### src/rtl/pse_rst_pkg.sv
`timescale 1ns/1ps
// Shared field positions, categories and strobe type for the reset command block.
package pse_rst_pkg;

  // Command byte bit positions: the host software depends on these.
  localparam int CMD_BIT_CLR_ALL = 7;
  localparam int CMD_BIT_PIN_REL = 6;
  localparam int CMD_BIT_SOFT    = 4;

  // Per-port event bit layout
  localparam int EV_CLS  = 0;
  localparam int EV_DET  = 1;
  localparam int EV_DISF = 2;
  localparam int EV_ICUT = 3;
  localparam int EV_STRT = 4;
  localparam int EV_ILIM = 5;
  localparam int EV_POF  = 6;
  localparam int EVW     = 7;

  // Interrupt summary categories
  localparam int CAT_PWR  = 0;
  localparam int CAT_DET  = 1;
  localparam int CAT_FLT  = 2;
  localparam int CAT_STRT = 3;
  localparam int CAT_SUP  = 4;
  localparam int NPCAT    = 4;  // categories owned by ports
  localparam int NCAT     = 5;  // plus supply

  typedef struct packed {
    logic clr_all;
    logic pin_rel;
    logic soft_rst;
  } cmd_glob_t;

  function automatic logic [NPCAT-1:0] group_cat(input logic [EVW-1:0] ev,
                                                 input logic pec,
                                                 input logic pgc);
    logic [NPCAT-1:0] c;
    c[CAT_PWR]  = pec | pgc;
    c[CAT_DET]  = ev[EV_CLS] | ev[EV_DET];
    c[CAT_FLT]  = ev[EV_DISF] | ev[EV_ICUT] | ev[EV_POF];
    c[CAT_STRT] = ev[EV_STRT] | ev[EV_ILIM];
    return c;
  endfunction

endpackage

### src/rtl/pse_cmd_decode.sv
`timescale 1ns/1ps
// Address decode of the command byte and one-cycle action strobes.
module pse_cmd_decode
  import pse_rst_pkg::*;
#(
  parameter int AW    = 8,
  parameter int DW    = 8,
  parameter int NPORT = 4,
  parameter logic [AW-1:0] CMD_ADDR = AW'(8'h1A)
) (
  input  logic             clk,
  input  logic             rst_n,
  input  logic             host_wr,
  input  logic [AW-1:0]    host_addr,
  input  logic [DW-1:0]    host_wdata,
  output cmd_glob_t        glob_q,
  output logic [NPORT-1:0] off_q
);

  logic             hit;
  cmd_glob_t        glob_nx;
  logic [NPORT-1:0] off_nx;
  logic             unused_wbits;

  // The reserved bit 5 and any data bits above the port field feed nothing.
  assign unused_wbits = ^host_wdata;

  always_comb begin
    hit     = host_wr && (host_addr == CMD_ADDR);
    glob_nx = '0;
    off_nx  = '0;
    if (hit) begin
      glob_nx.clr_all  = host_wdata[CMD_BIT_CLR_ALL];
      glob_nx.pin_rel  = host_wdata[CMD_BIT_PIN_REL];
      glob_nx.soft_rst = host_wdata[CMD_BIT_SOFT];
      off_nx           = host_wdata[NPORT-1:0];
    end
  end

  // Strobes fall back to zero by themselves: bits self-clear.
  always_ff @(posedge clk or negedge rst_n) begin
    if (!rst_n) begin
      glob_q <= '0;
      off_q  <= '0;
    end else begin
      glob_q <= glob_nx;
      off_q  <= off_nx;
    end
  end

endmodule

### src/rtl/pse_port_slot.sv
`timescale 1ns/1ps
// Per-port model of the state that the reset commands touch.
module pse_port_slot
  import pse_rst_pkg::*;
#(
  parameter int STW = 7
) (
  input  logic             clk,
  input  logic             rst_n,
  input  cmd_glob_t        glob,
  input  logic             port_off,
  input  logic [EVW-1:0]   evt_set,
  input  logic             stat_we,
  input  logic [STW-1:0]   stat_wdata,
  input  logic             dcen_we,
  input  logic [1:0]       dcen_wdata,
  input  logic             pwr_on_req,
  input  logic             pg_live,
  output logic [EVW-1:0]   evt_q,
  output logic [STW-1:0]   stat_q,
  output logic [1:0]       dcen_q,
  output logic             pe_q,
  output logic             pg_q,
  output logic             pec_q,
  output logic             pgc_q,
  output logic [NPCAT-1:0] cat_o,
  output logic [NPCAT-1:0] rise_q
);

  logic [EVW-1:0]   evt_nx;
  logic [STW-1:0]   stat_nx;
  logic [1:0]       dcen_nx;
  logic             pe_nx, pg_nx, pec_nx, pgc_nx;
  logic [NPCAT-1:0] rise_nx;

  // Ordering of the overrides: port reset, then clear-all, then soft reset.
  always_comb begin
    evt_nx  = evt_q | evt_set;
    stat_nx = stat_we ? stat_wdata : stat_q;
    dcen_nx = dcen_we ? dcen_wdata : dcen_q;
    pe_nx   = pwr_on_req ? 1'b1 : pe_q;
    if (port_off) begin
      evt_nx  = '0;
      stat_nx = '0;
      dcen_nx = '0;
      pe_nx   = 1'b0;   // no cool-down: a request next cycle wins again
    end
    pg_nx  = pe_nx & pg_live;
    pec_nx = pec_q | (pe_nx ^ pe_q);
    pgc_nx = pgc_q | (pg_nx ^ pg_q);
    if (glob.clr_all) begin
      evt_nx = '0;
      pec_nx = 1'b0;
      pgc_nx = 1'b0;
    end
    if (glob.soft_rst) begin
      evt_nx  = '0;
      stat_nx = '0;
      dcen_nx = '0;
      pe_nx   = 1'b0;
      pg_nx   = 1'b0;
      pec_nx  = 1'b0;
      pgc_nx  = 1'b0;
    end
    rise_nx = group_cat(evt_nx & ~evt_q, pec_nx & ~pec_q, pgc_nx & ~pgc_q);
  end

  always_ff @(posedge clk or negedge rst_n) begin
    if (!rst_n) begin
      evt_q  <= '0;
      stat_q <= '0;
      dcen_q <= '0;
      pe_q   <= 1'b0;
      pg_q   <= 1'b0;
      pec_q  <= 1'b0;
      pgc_q  <= 1'b0;
      rise_q <= '0;
    end else begin
      evt_q  <= evt_nx;
      stat_q <= stat_nx;
      dcen_q <= dcen_nx;
      pe_q   <= pe_nx;
      pg_q   <= pg_nx;
      pec_q  <= pec_nx;
      pgc_q  <= pgc_nx;
      rise_q <= rise_nx;
    end
  end

  assign cat_o = group_cat(evt_q, pec_q, pgc_q);

endmodule

### src/rtl/pse_irq_ctrl.sv
`timescale 1ns/1ps
// Supply flags, interrupt summary and pin release tracking.
module pse_irq_ctrl
  import pse_rst_pkg::*;
(
  input  logic             clk,
  input  logic             rst_n,
  input  cmd_glob_t        glob,
  input  logic [NPCAT-1:0] port_cat,
  input  logic [NPCAT-1:0] port_rise,
  input  logic [NCAT-1:0]  int_mask,
  input  logic [1:0]       uv_live,
  output logic [1:0]       sup_q,
  output logic [NCAT-1:0]  int_sum,
  output logic             int_n
);

  logic [1:0]      sup_nx;
  logic            sup_rise_nx, sup_rise_q;
  logic            rel_nx, rel_q;
  logic [NCAT-1:0] rise_all;

  assign rise_all = {sup_rise_q, port_rise};

  always_comb begin
    sup_nx = sup_q | uv_live;
    if (glob.clr_all)  sup_nx = '0;
    if (glob.soft_rst) sup_nx = uv_live;   // supply flags track the rails
    sup_rise_nx = |(sup_nx & ~sup_q);

    rel_nx = rel_q;
    if (|(rise_all & int_mask))         rel_nx = 1'b0;
    if (glob.clr_all || glob.pin_rel)   rel_nx = 1'b1;
    if (glob.soft_rst)                  rel_nx = 1'b0;
  end

  always_ff @(posedge clk or negedge rst_n) begin
    if (!rst_n) begin
      sup_q      <= '0;
      sup_rise_q <= 1'b0;
      rel_q      <= 1'b0;
    end else begin
      sup_q      <= sup_nx;
      sup_rise_q <= sup_rise_nx;
      rel_q      <= rel_nx;
    end
  end

  assign int_sum = {|sup_q, port_cat};
  assign int_n   = ~((|(int_sum & int_mask)) & ~rel_q);

endmodule

### src/rtl/pse_cmd_reset.sv
`timescale 1ns/1ps
// Reset command register with per-port clear fan-out and interrupt pin control.
module pse_cmd_reset
  import pse_rst_pkg::*;
#(
  parameter int AW    = 8,
  parameter int DW    = 8,
  parameter int NPORT = 4,   // port bits sit below the soft reset bit: at most 4
  parameter int STW   = 7,
  parameter logic [AW-1:0] CMD_ADDR = AW'(8'h1A)
) (
  input  logic                   clk,
  input  logic                   rst_n,
  input  logic                   host_wr,
  input  logic [AW-1:0]          host_addr,
  input  logic [DW-1:0]          host_wdata,
  input  logic [NPORT*EVW-1:0]   evt_set,
  input  logic [NPORT-1:0]       stat_we,
  input  logic [STW-1:0]         stat_wdata,
  input  logic [NPORT-1:0]       dcen_we,
  input  logic [1:0]             dcen_wdata,
  input  logic [NPORT-1:0]       pwr_on_req,
  input  logic [NPORT-1:0]       pg_live,
  input  logic [1:0]             uv_live,
  input  logic [NCAT-1:0]        int_mask,
  output logic                   cmd_clr_all,
  output logic                   cmd_pin_rel,
  output logic                   cmd_soft_rst,
  output logic [NPORT-1:0]       port_off,
  output logic [NPORT*EVW-1:0]   evt_q,
  output logic [NPORT*STW-1:0]   stat_q,
  output logic [2*NPORT-1:0]     dcen_q,
  output logic [NPORT-1:0]       pe_q,
  output logic [NPORT-1:0]       pg_q,
  output logic [NPORT-1:0]       pec_q,
  output logic [NPORT-1:0]       pgc_q,
  output logic [1:0]             sup_uv_q,
  output logic [NCAT-1:0]        int_sum,
  output logic                   int_n
);

  cmd_glob_t        glob_q;
  logic [NPORT-1:0] off_q;
  logic [NPCAT-1:0] cat_p  [NPORT];
  logic [NPCAT-1:0] rise_p [NPORT];
  logic [NPCAT-1:0] cat_any, rise_any;

  pse_cmd_decode #(
    .AW(AW), .DW(DW), .NPORT(NPORT), .CMD_ADDR(CMD_ADDR)
  ) u_dec (
    .clk        (clk),
    .rst_n      (rst_n),
    .host_wr    (host_wr),
    .host_addr  (host_addr),
    .host_wdata (host_wdata),
    .glob_q     (glob_q),
    .off_q      (off_q)
  );

  for (genvar p = 0; p < NPORT; p++) begin : g_port
    pse_port_slot #(.STW(STW)) u_slot (
      .clk        (clk),
      .rst_n      (rst_n),
      .glob       (glob_q),
      .port_off   (off_q[p]),
      .evt_set    (evt_set[p*EVW +: EVW]),
      .stat_we    (stat_we[p]),
      .stat_wdata (stat_wdata),
      .dcen_we    (dcen_we[p]),
      .dcen_wdata (dcen_wdata),
      .pwr_on_req (pwr_on_req[p]),
      .pg_live    (pg_live[p]),
      .evt_q      (evt_q[p*EVW +: EVW]),
      .stat_q     (stat_q[p*STW +: STW]),
      .dcen_q     (dcen_q[p*2 +: 2]),
      .pe_q       (pe_q[p]),
      .pg_q       (pg_q[p]),
      .pec_q      (pec_q[p]),
      .pgc_q      (pgc_q[p]),
      .cat_o      (cat_p[p]),
      .rise_q     (rise_p[p])
    );
  end

  always_comb begin
    cat_any  = '0;
    rise_any = '0;
    for (int p = 0; p < NPORT; p++) begin
      cat_any  = cat_any  | cat_p[p];
      rise_any = rise_any | rise_p[p];
    end
  end

  pse_irq_ctrl u_irq (
    .clk       (clk),
    .rst_n     (rst_n),
    .glob      (glob_q),
    .port_cat  (cat_any),
    .port_rise (rise_any),
    .int_mask  (int_mask),
    .uv_live   (uv_live),
    .sup_q     (sup_uv_q),
    .int_sum   (int_sum),
    .int_n     (int_n)
  );

  assign cmd_clr_all  = glob_q.clr_all;
  assign cmd_pin_rel  = glob_q.pin_rel;
  assign cmd_soft_rst = glob_q.soft_rst;
  assign port_off     = off_q;

endmodule

### config.mk
export PLATFORM = sky130hd
export DESIGN_NAME = pse_cmd_reset
export DESIGN_NICKNAME = d
export VERILOG_FILES = /design/src/rtl/pse_rst_pkg.sv /design/src/rtl/pse_cmd_decode.sv /design/src/rtl/pse_port_slot.sv /design/src/rtl/pse_irq_ctrl.sv /design/src/rtl/pse_cmd_reset.sv
export SDC_FILE = /design/constraint.sdc
export NUM_CORES = 1
export LEC_CHECK = 0
export CORE_UTILIZATION = 48
export CTS_CLUSTER_DIAMETER = 40
export DETAILED_ROUTE_END_ITERATION = 6
export PLACE_DENSITY = 0.95
export SLEW_MARGIN = 20
export SYNTH_ARGS = -nofsm -noshare
export SYNTH_HDL_FRONTEND = slang
export SYNTH_HIERARCHICAL = 1
export SYNTH_SLANG_ARGS = --single-unit
### constraint.sdc
create_clock -name clk -period 5.1 [get_ports clk]
set_input_delay 1.02 -clock clk [delete_from_list [all_inputs] [get_ports clk]]
set_output_delay 1.02 -clock clk [all_outputs]
set_load 0.01 [all_outputs]
* Yosys cells after proc, flatten, opt, wreduce, memory -nomap -nowiden *
Cells that the tools add are included.

cells by class
  add/subtract/negate cells = 0
  $mul = 0
  divide/modulo/power cells = 0
  order comparisons = 0
  equal/unequal tests = 1
  shift-type cells = 0
  mux-type cells = 75
  bitwise gates (word level) = 102
  reductions and logical operators = 15

operator list
  operator              number
  $mux W7               24
  $or A1 B1 Y1          48
  $mux W1               35
  $and A7 B7 Y7         4
  $mux W2               14
  $not A7 Y7            4
  $or A7 B7 Y7          4
  $reduce_bool A3 Y1    9
  $or A4 B4 Y4          6
  $and A1 B1 Y1         13
  $and A5 B5 Y5         2
  $not A1 Y1            10
  $reduce_or A5 Y1      2
  $eq A8 B5 Y1 const B  1
  $xor A1 B1 Y1         8
  $mux W4               1
  $reduce_or A2 Y1      2
  $mux W3               1
  $and A2 B2 Y2         1
  $not A2 Y2            1
  $or A2 B2 Y2          1
  $logic_and A1 B1 Y1   1
  $logic_or A1 B1 Y1    1

storage, ports and cells
  register bits after elaboration = 107
  latch bits = 0
  memory bits (writable) = 0
  ROM bits = 0
  bits of input ports = 79
  output and inout port bits = 95
  logic and storage cells = 232
  memories kept = 0

* Depth between registers and ports, before layout *
Gate-level depths: netlist (run 1).

  word-level depth = 9
  gate-level depth with buffers = 5
  gate-level depth less buffers = 5

* Modules after synthesis *
The synthesis (run 1) kept the hierarchy.

by module, submodules not included
  module          instances  cells an instance  area an instance (um^2)  sequential area each (um^2)
  pse_port_slot   4          94                 997.2                    600.6
  pse_cmd_decode  1          25                 344.1                    175.2
  pse_irq_ctrl    1          27                 252.7                    100.1
  pse_cmd_reset   1          8                  60.1                     0.0

* Least setup slack after synthesis (run 1) *
No wires, ideal clock.

  path type = register to output
  from = reg g_port[1].u_slot.evt_q[3]
  to = out int_n
  data arrival time = 1.655 ns
  data required time = 4.080 ns
  slack = 2.425 ns
  stages on the path, launching flop included = 5
  buffers on the path = 0
  cell sequence = dfrtp_1 > or3_1 > or4_1 > a22oi_1 > a31o_2

RTL lines
  item                    RTL line             source
  start, declared         pse_port_slot.sv:19  output logic [EVW-1:0] evt_q,
  start signal, assigned  pse_port_slot.sv:79  evt_q <= evt_nx;
  end, declared           pse_cmd_reset.sv:39  output logic int_n

==> results of run 1 <==
==> power breakdown <==
| group | leakage, nW | internal, mW | total, mW | switching (mW) |
|---|---|---|---|---|
| clock network | 0.110 | 0.289 | 0.560 | 0.272 |
| registers | 1.20 | 0.888 | 0.913 | 0.0249 |
| logic | 1.60 | 0.151 | 0.266 | 0.115 |
==> metal layers <==
metal	global-route usage, %	up-vias	part of all wire (%)
li1	-	1813	-
met1	33.8	1890	40
met2	46.0	146	51
met3	3.97	33	5.1
met4	10.3	0	3.2
met5	0	-	0
==> cell usage after synthesis, types with 2 or more instances <==
cell,instances
o21ai_0,4
a311oi_1,4
or4_1,12
dfrtp_1,107
inv_1,21
nor2_1,112
nand2b_4,4
clkbuf_1,12
a22oi_1,2
nor3b_1,4
o2111ai_1,4
o211ai_1,4
nand2b_1,24
nor4_2,7
a21oi_1,14
a21boi_0,4
nand2_1,10
or3_2,4
and2_1,4
mux2i_1,36
a222oi_1,4
or2_2,13
or3_1,12
buf_4,4
==> area by class of cell <==
cell class | instances | area (sq um) | share of cell area (%)
Clock buffer | 11 | 141 | 2.12
Clock inverter | 4 | 73.8 | 1.11
Inverter | 21 | 78.8 | 1.18
Multi-Input combinational cell | 291 | 1800 | 27.1
Sequential cell | 107 | 2680 | 40.2
Tap cell | 129 | 161 | 2.42
Timing Repair Buffer | 173 | 1730 | 25.9
==> sequential cells by signal, summed over array words and instances (netlist names) <==
signal / count
u_dec/off_q: 4
g_port.u_slot/pg_q: 4
u_irq/sup_rise_q: 1
g_port.u_slot/pec_q: 4
g_port.u_slot/stat_q: 28
g_port.u_slot/pe_q: 4
g_port.u_slot/evt_q: 28
u_irq/sup_q: 2
g_port.u_slot/pgc_q: 4
g_port.u_slot/dcen_q: 8
g_port.u_slot/rise_q: 16
u_irq/rel_q: 1
u_dec/glob_q: 3
==> kinds of logic after synthesis <==
| group | count (synthesis) |
|---|---|
| muxes | 36 |
| and+or+nand+nor | 210 |
| DFF | 107 |
| AOI/OAI and AO/OA | 45 |
| buffers and inverters | 38 |
==> worst min path at each step <==
stage / from / end / slack (ns) / cells after the start
after floorplan: u_irq/rel_q$_DFFE_PN0P_ / u_irq/rel_q$_DFFE_PN0P_ / 0.50 / 1
after global placement: g_port[1].u_slot/evt_q[4]$_DFF_PN0_ / g_port[1].u_slot/evt_q[4]$_DFF_PN0_ / 0.50 / 2
after detailed placement: u_irq/sup_q[0]$_DFF_PN0_ / u_irq/sup_rise_q$_DFF_PN0_ / 0.51 / 1
after CTS: g_port[1].u_slot/stat_q[5]$_DFFE_PN0P_ / g_port[1].u_slot/stat_q[5]$_DFFE_PN0P_ / 0.54 / 2
after global routing: g_port[3].u_slot/dcen_q[1]$_DFFE_PN0P_ / g_port[3].u_slot/dcen_q[1]$_DFFE_PN0P_ / 0.55 / 2
final: g_port[1].u_slot/stat_q[5]$_DFFE_PN0P_ / g_port[1].u_slot/stat_q[5]$_DFFE_PN0P_ / 0.53 / 2
==> worst max-delay path, stage by stage, from the launching register on <==
cell	delay, ns
dfrtp_1	0.41
or3_1	0.41
or4_1	0.55
a22oi_1	0.23
a31o_2	0.20
clkdlybuf4s50_1	0.53
==> through the flow <==
stage / worst slack [ns] / hold WS [ns] / std cells / utilization, %
CTS: 1.37 / 0.536 / 736 / 71.4
global route: 1.27 / 0.554 / 736 / 71.4
detailed placement: 1.66 / 0.512 / 721 / 69.1
floorplan: 2.43 / 0.501 / 436 / -
global placement: 1.67 / 0.504 / 721 / 69.1
finish: 1.40 / 0.529 / 736 / 71.4
==> cell usage in the layout, fill, tap and decap left out, types with 7 or more instances in the layout <==
| cell type | netlist | routed |
|---|---|---|
| or3_1 | 12 | 12 |
| nand2b_1 | 24 | 24 |
| nand2_1 | 10 | 10 |
| inv_1 | 21 | 21 |
| a21oi_1 | 14 | 14 |
| dfrtp_1 | 107 | 107 |
| or4_1 | 12 | 12 |
| clkbuf_8 | 0 | 10 |
| nor4_2 | 7 | 7 |
| nor2_1 | 112 | 112 |
| clkdlybuf4s50_1 | 0 | 171 |
| or2_2 | 13 | 13 |
| mux2i_1 | 36 | 36 |
==> results.toml, run 1 <==
[worst_hold_path]
min_path_type = "reg2reg"

[die]
rows = 35
die_w_um = 100
pin_count = 174
start_util_pct = 49.8
die-area_sq_um = 10100
core_sq_um = 9330
chipHeight_um = 100

[clocking]
cts_resized = 0
cts_htree_levels = 3
insertion_delay_ns = 0.36
cts-hold-fix-buffers = 0
cts_buffer_depth = 2
cts_sinks = 107
cts_buffers = 9
clkTransAtPathRegs_ns = 0.09
cts_tree = "built"
cts_root_buf = "clkbuf_8"
cts_setup_buffers = 0

[logic_synthesis]
synthMuxAreaShare_pct = 7.76
syn_area_sq_um = 4650
syn-mean-instance-area_sq_um = 10.7
syn_nets = 515
yosys_warnings = 6
yosysTopAreaCell = "dfrtp_1"
synth-main-ff-cell = "dfrtp_1"
ys_types = 34
yosys-top-cells-area = "dfrtp_1, nor2_1, mux2i_1"
synth_top_family_by_area = "simple AND/OR/NAND/NOR gates"
ys_seq_area_share_pct = 57.6
synth_xor_area_share_pct = 0
async_reset_ff_share_pct = 100
synth-edff-count = 0
synthSimpleGateAreaFrac_pct = 24.1
syn_inst = 436
synth_compound_area_share_pct = 7.00
synth_top_area_share_pct = 57.6
synth-seq-cells = 107
yosys.area_share.adder_pct = 0

[grt]
grt_pass1_wl_um = 20300
grt.total_usage_pct = 26.6
grt_pass1_vias = 3965
overflow = 0
grt_max_degree = 72
antenna_found_initial = 0

[pwr]
peakVddDrop_mv = 0.131
powerDensity_nw_per_um2 = 261
p_total_mw = 1.74
leakage_nw = 2.90

[cells_and_area]
diodes = 0
drive_above_1_share_pct = 7.74
nNetsFinal = 682
finalInstanceArea_sq_um = 6660
area_delta_synth_final_pct = 43.4
num-fill-cells = 695

[timing]
timing_max_transition_violations_final = 0
worst_slew_pin_slew_ns = 0.887
rsz0062_at_grt = "no"
finalSetupTns_ns = 0
timing.slew.headroom_pct = 40.8
min_period_ns = 3.70
max_freq_mhz = 270
final.setup_skew_ns = 0.0125
setup_viol = 0
timing.final.crit_share_pct = 72.6
hold_viol = 0

[placed_design]
hpwl_um = 9790
portBuffers = 172
placed_cell_area_sq_um = 6450
place.gp.congestion = 0.841

[job]
maxCapViolCount = 0

[route]
drt_iter0_markers = 197
routed_wl_um = 12800
ant_nets = 0
wl_per_cell_um = 17.3
vias = 3882
first_pass_iters = 4
drc = 0
via_per_inst = 5.27

[worst_setup_path]
crit_path_start = "g_port[0].u_slot/evt_q[3]$_DFF_PN0_"
end_kind = "primary output"
rrSetupSlack_ns = 3.27
required_ns = 4.08
start_kind = "flop"
crit_arrival_ns = 2.68
r2r-start = "u_dec/glob_q[0]$_DFF_PN0_"
crit_end = "int_n"
worstSetupPathType = "reg2out"
r2r-end = "g_port[1].u_slot/rise_q[0]$_DFF_PN0_"
ff2ff_path_depth = 3
cp_max_fo = 4

[status]
status = "complete, no violations"
(Power assumes the default switching activity.)
==> run 2, diff against run 1 <==
--- a/config.mk
+++ b/config.mk
@@ -5,10 +5,10 @@
 export SDC_FILE = /design/constraint.sdc
 export NUM_CORES = 1
 export LEC_CHECK = 0
-export CORE_UTILIZATION = 48
+export CORE_UTILIZATION = 44
 export CTS_CLUSTER_DIAMETER = 40
 export DETAILED_ROUTE_END_ITERATION = 6
-export PLACE_DENSITY = 0.95
+export PLACE_DENSITY = 0.9
 export SLEW_MARGIN = 20
 export SYNTH_ARGS = -nofsm -noshare
 export SYNTH_HDL_FRONTEND = slang
==> constraint.sdc (replaced) <==
create_clock -name clk -period 3.5 [get_ports clk]
set_input_delay 0.7 -clock clk [delete_from_list [all_inputs] [get_ports clk]]
set_output_delay 0.7 -clock clk [all_outputs]
set_load 0.01 [all_outputs]
==> results.toml, run 2 (synthesis gave the netlist of run 1 again) <==
[grt]
grt.total_usage_pct = 23.1
overflow = 0
grt_max_degree = 93
grt_pass1_wl_um = 19800
grt_pass1_vias = 4051
antenna_found_initial = 0

[worst_setup_path]
required_ns = 2.80
end_kind = "primary output"
crit_arrival_ns = 2.65
cp_max_fo = 4
r2r-end = "g_port[1].u_slot/rise_q[0]$_DFF_PN0_"
r2r-start = "u_dec/glob_q[0]$_DFF_PN0_"
path_buf_inv = 1
start_kind = "flop"
rrSetupSlack_ns = 1.86
worstSetupPathType = "reg2out"
cp_slowest_cell = "or4_1"
max_stage_delay_ns = 0.56
ff2ff_path_depth = 4
path_cells = "or3_1, or4_1, a22oi_1, a31o_2, clkdlybuf4s50_1"
crit_family = "simple AND/OR/NAND/NOR gates"

[clocking]
cts-hold-fix-buffers = 0
cts_buffer_depth = 2
cts_resized = 0
cts_buffers = 9
cts_tree = "built"
cts_sinks = 107
cts_htree_levels = 3
cts_setup_buffers = 0
cts_root_buf = "clkbuf_8"
insertion_delay_ns = 0.36
clkTransAtPathRegs_ns = 0.10

[placed_design]
post-place-ws_ns = 0.565
placed_cell_area_sq_um = 6480
hpwl_um = 9480
dp_cells = 731
portBuffers = 172
place.gp.congestion = 0.822

[timing]
min_period_ns = 3.35
setup_viol = 0
max_freq_mhz = 298
rsz0062_at_grt = "no"
final.setup_skew_ns = 0.00741
layout_setup_ws_ns = 0.145
whs_ns = 0.397
hold_viol = 0
finalSetupTns_ns = 0
timing_max_transition_violations_final = 0
timing.slew.headroom_pct = 44.8
worst_slew_pin_slew_ns = 0.828
timing.final.crit_share_pct = 95.8

[pwr]
p_total_mw = 2.42
sw_frac_of_total_pct = 26.1
p_int_mw = 1.79
leakage_nw = 2.90
peakVddDrop_mv = 0.198
clock_power_share_pct = 29.0
powerDensity_nw_per_um2 = 363
p_sw_mw = 0.629
power_frac_comb_pct = 15.9
p_seq_share_pct = 55.0

[die]
rows = 37
die-area_sq_um = 11000
pin_count = 174
start_util_pct = 45.2
core_sq_um = 10300
chipHeight_um = 105
die_w_um = 105

[route]
ant_nets = 0
vias = 3854
drc = 0
wl_per_cell_um = 16.3
routed_wl_um = 12200
via_per_inst = 5.17
first_pass_iters = 4
drt_iter0_markers = 195

[cells_and_area]
layout_common_cells = "clkdlybuf4s50_1, nor2_1, dfrtp_1"
reg_top3 = "g_port.u_slot/evt_q: 28 flops, g_port.u_slot/stat_q: 28 flops, g_port.u_slot/rise_q: 16 flops"
area_delta_synth_final_pct = 43.4
nNetsFinal = 685
layout_commonest_cell = "clkdlybuf4s50_1"
finalNonFillerCells = 746
utilization_pct = 64.8
finalInstanceArea_sq_um = 6660
drive_above_1_share_pct = 8.36
diodes = 0

[job]
maxCapViolCount = 0

[worst_hold_path]
min_path_type = "in2async"

[status]
status = "complete, no violations"
==> run 2: area by class of cell <==
cell class | count | area [sq um]
clock buffer | 9 | 124
clock inverter | 6 | 56.3
fill | 781 | 3610
inverter | 21 | 78.8
multi-input combinational | 291 | 1800
sequential | 107 | 2680
tap | 136 | 170
timing repair buffer | 176 | 1750
==> run 2: worst register-to-register path, stage by stage, from the launching register on <==
cell,delay (ns)
dfrtp_1,0.37
buf_4,0.21
or4_1,0.54
or3_1,0.33
o211ai_1,0.10
==> run 2: worst max-delay path by stage <==
stage / from / to / cells past startpoint
after floorplan: g_port[1].u_slot/evt_q[3]$_DFF_PN0_ / int_n / 4
final: g_port[1].u_slot/evt_q[3]$_DFF_PN0_ / int_n / 5
after global placement: g_port[1].u_slot/evt_q[5]$_DFF_PN0_ / int_n / 5
after global routing: g_port[1].u_slot/evt_q[3]$_DFF_PN0_ / int_n / 5
after detailed placement: g_port[1].u_slot/evt_q[3]$_DFF_PN0_ / int_n / 5
after CTS: g_port[1].u_slot/evt_q[3]$_DFF_PN0_ / int_n / 5
==> run 2: metal layers <==
metal	vias to the layer above	share of wire (%)	global-route usage [%]
met5	-	0	0
met4	0	3.5	12.2
met3	30	5.2	3.99
met2	147	50	40.6
met1	1863	41	27.1
li1	1814	-	-
==> run 2: power by group through the flow <==
stage	combinational, mW	sequential (mW)	clock, mW
2_1_floorplan	0.0932	1.38	0
3_3_place_gp	0.373	1.35	0
3_5_place_dp	0.386	1.35	0
4_1_cts	0.387	1.33	0.725
5_1_grt	0.414	1.34	0.774
6_report	0.385	1.33	0.701
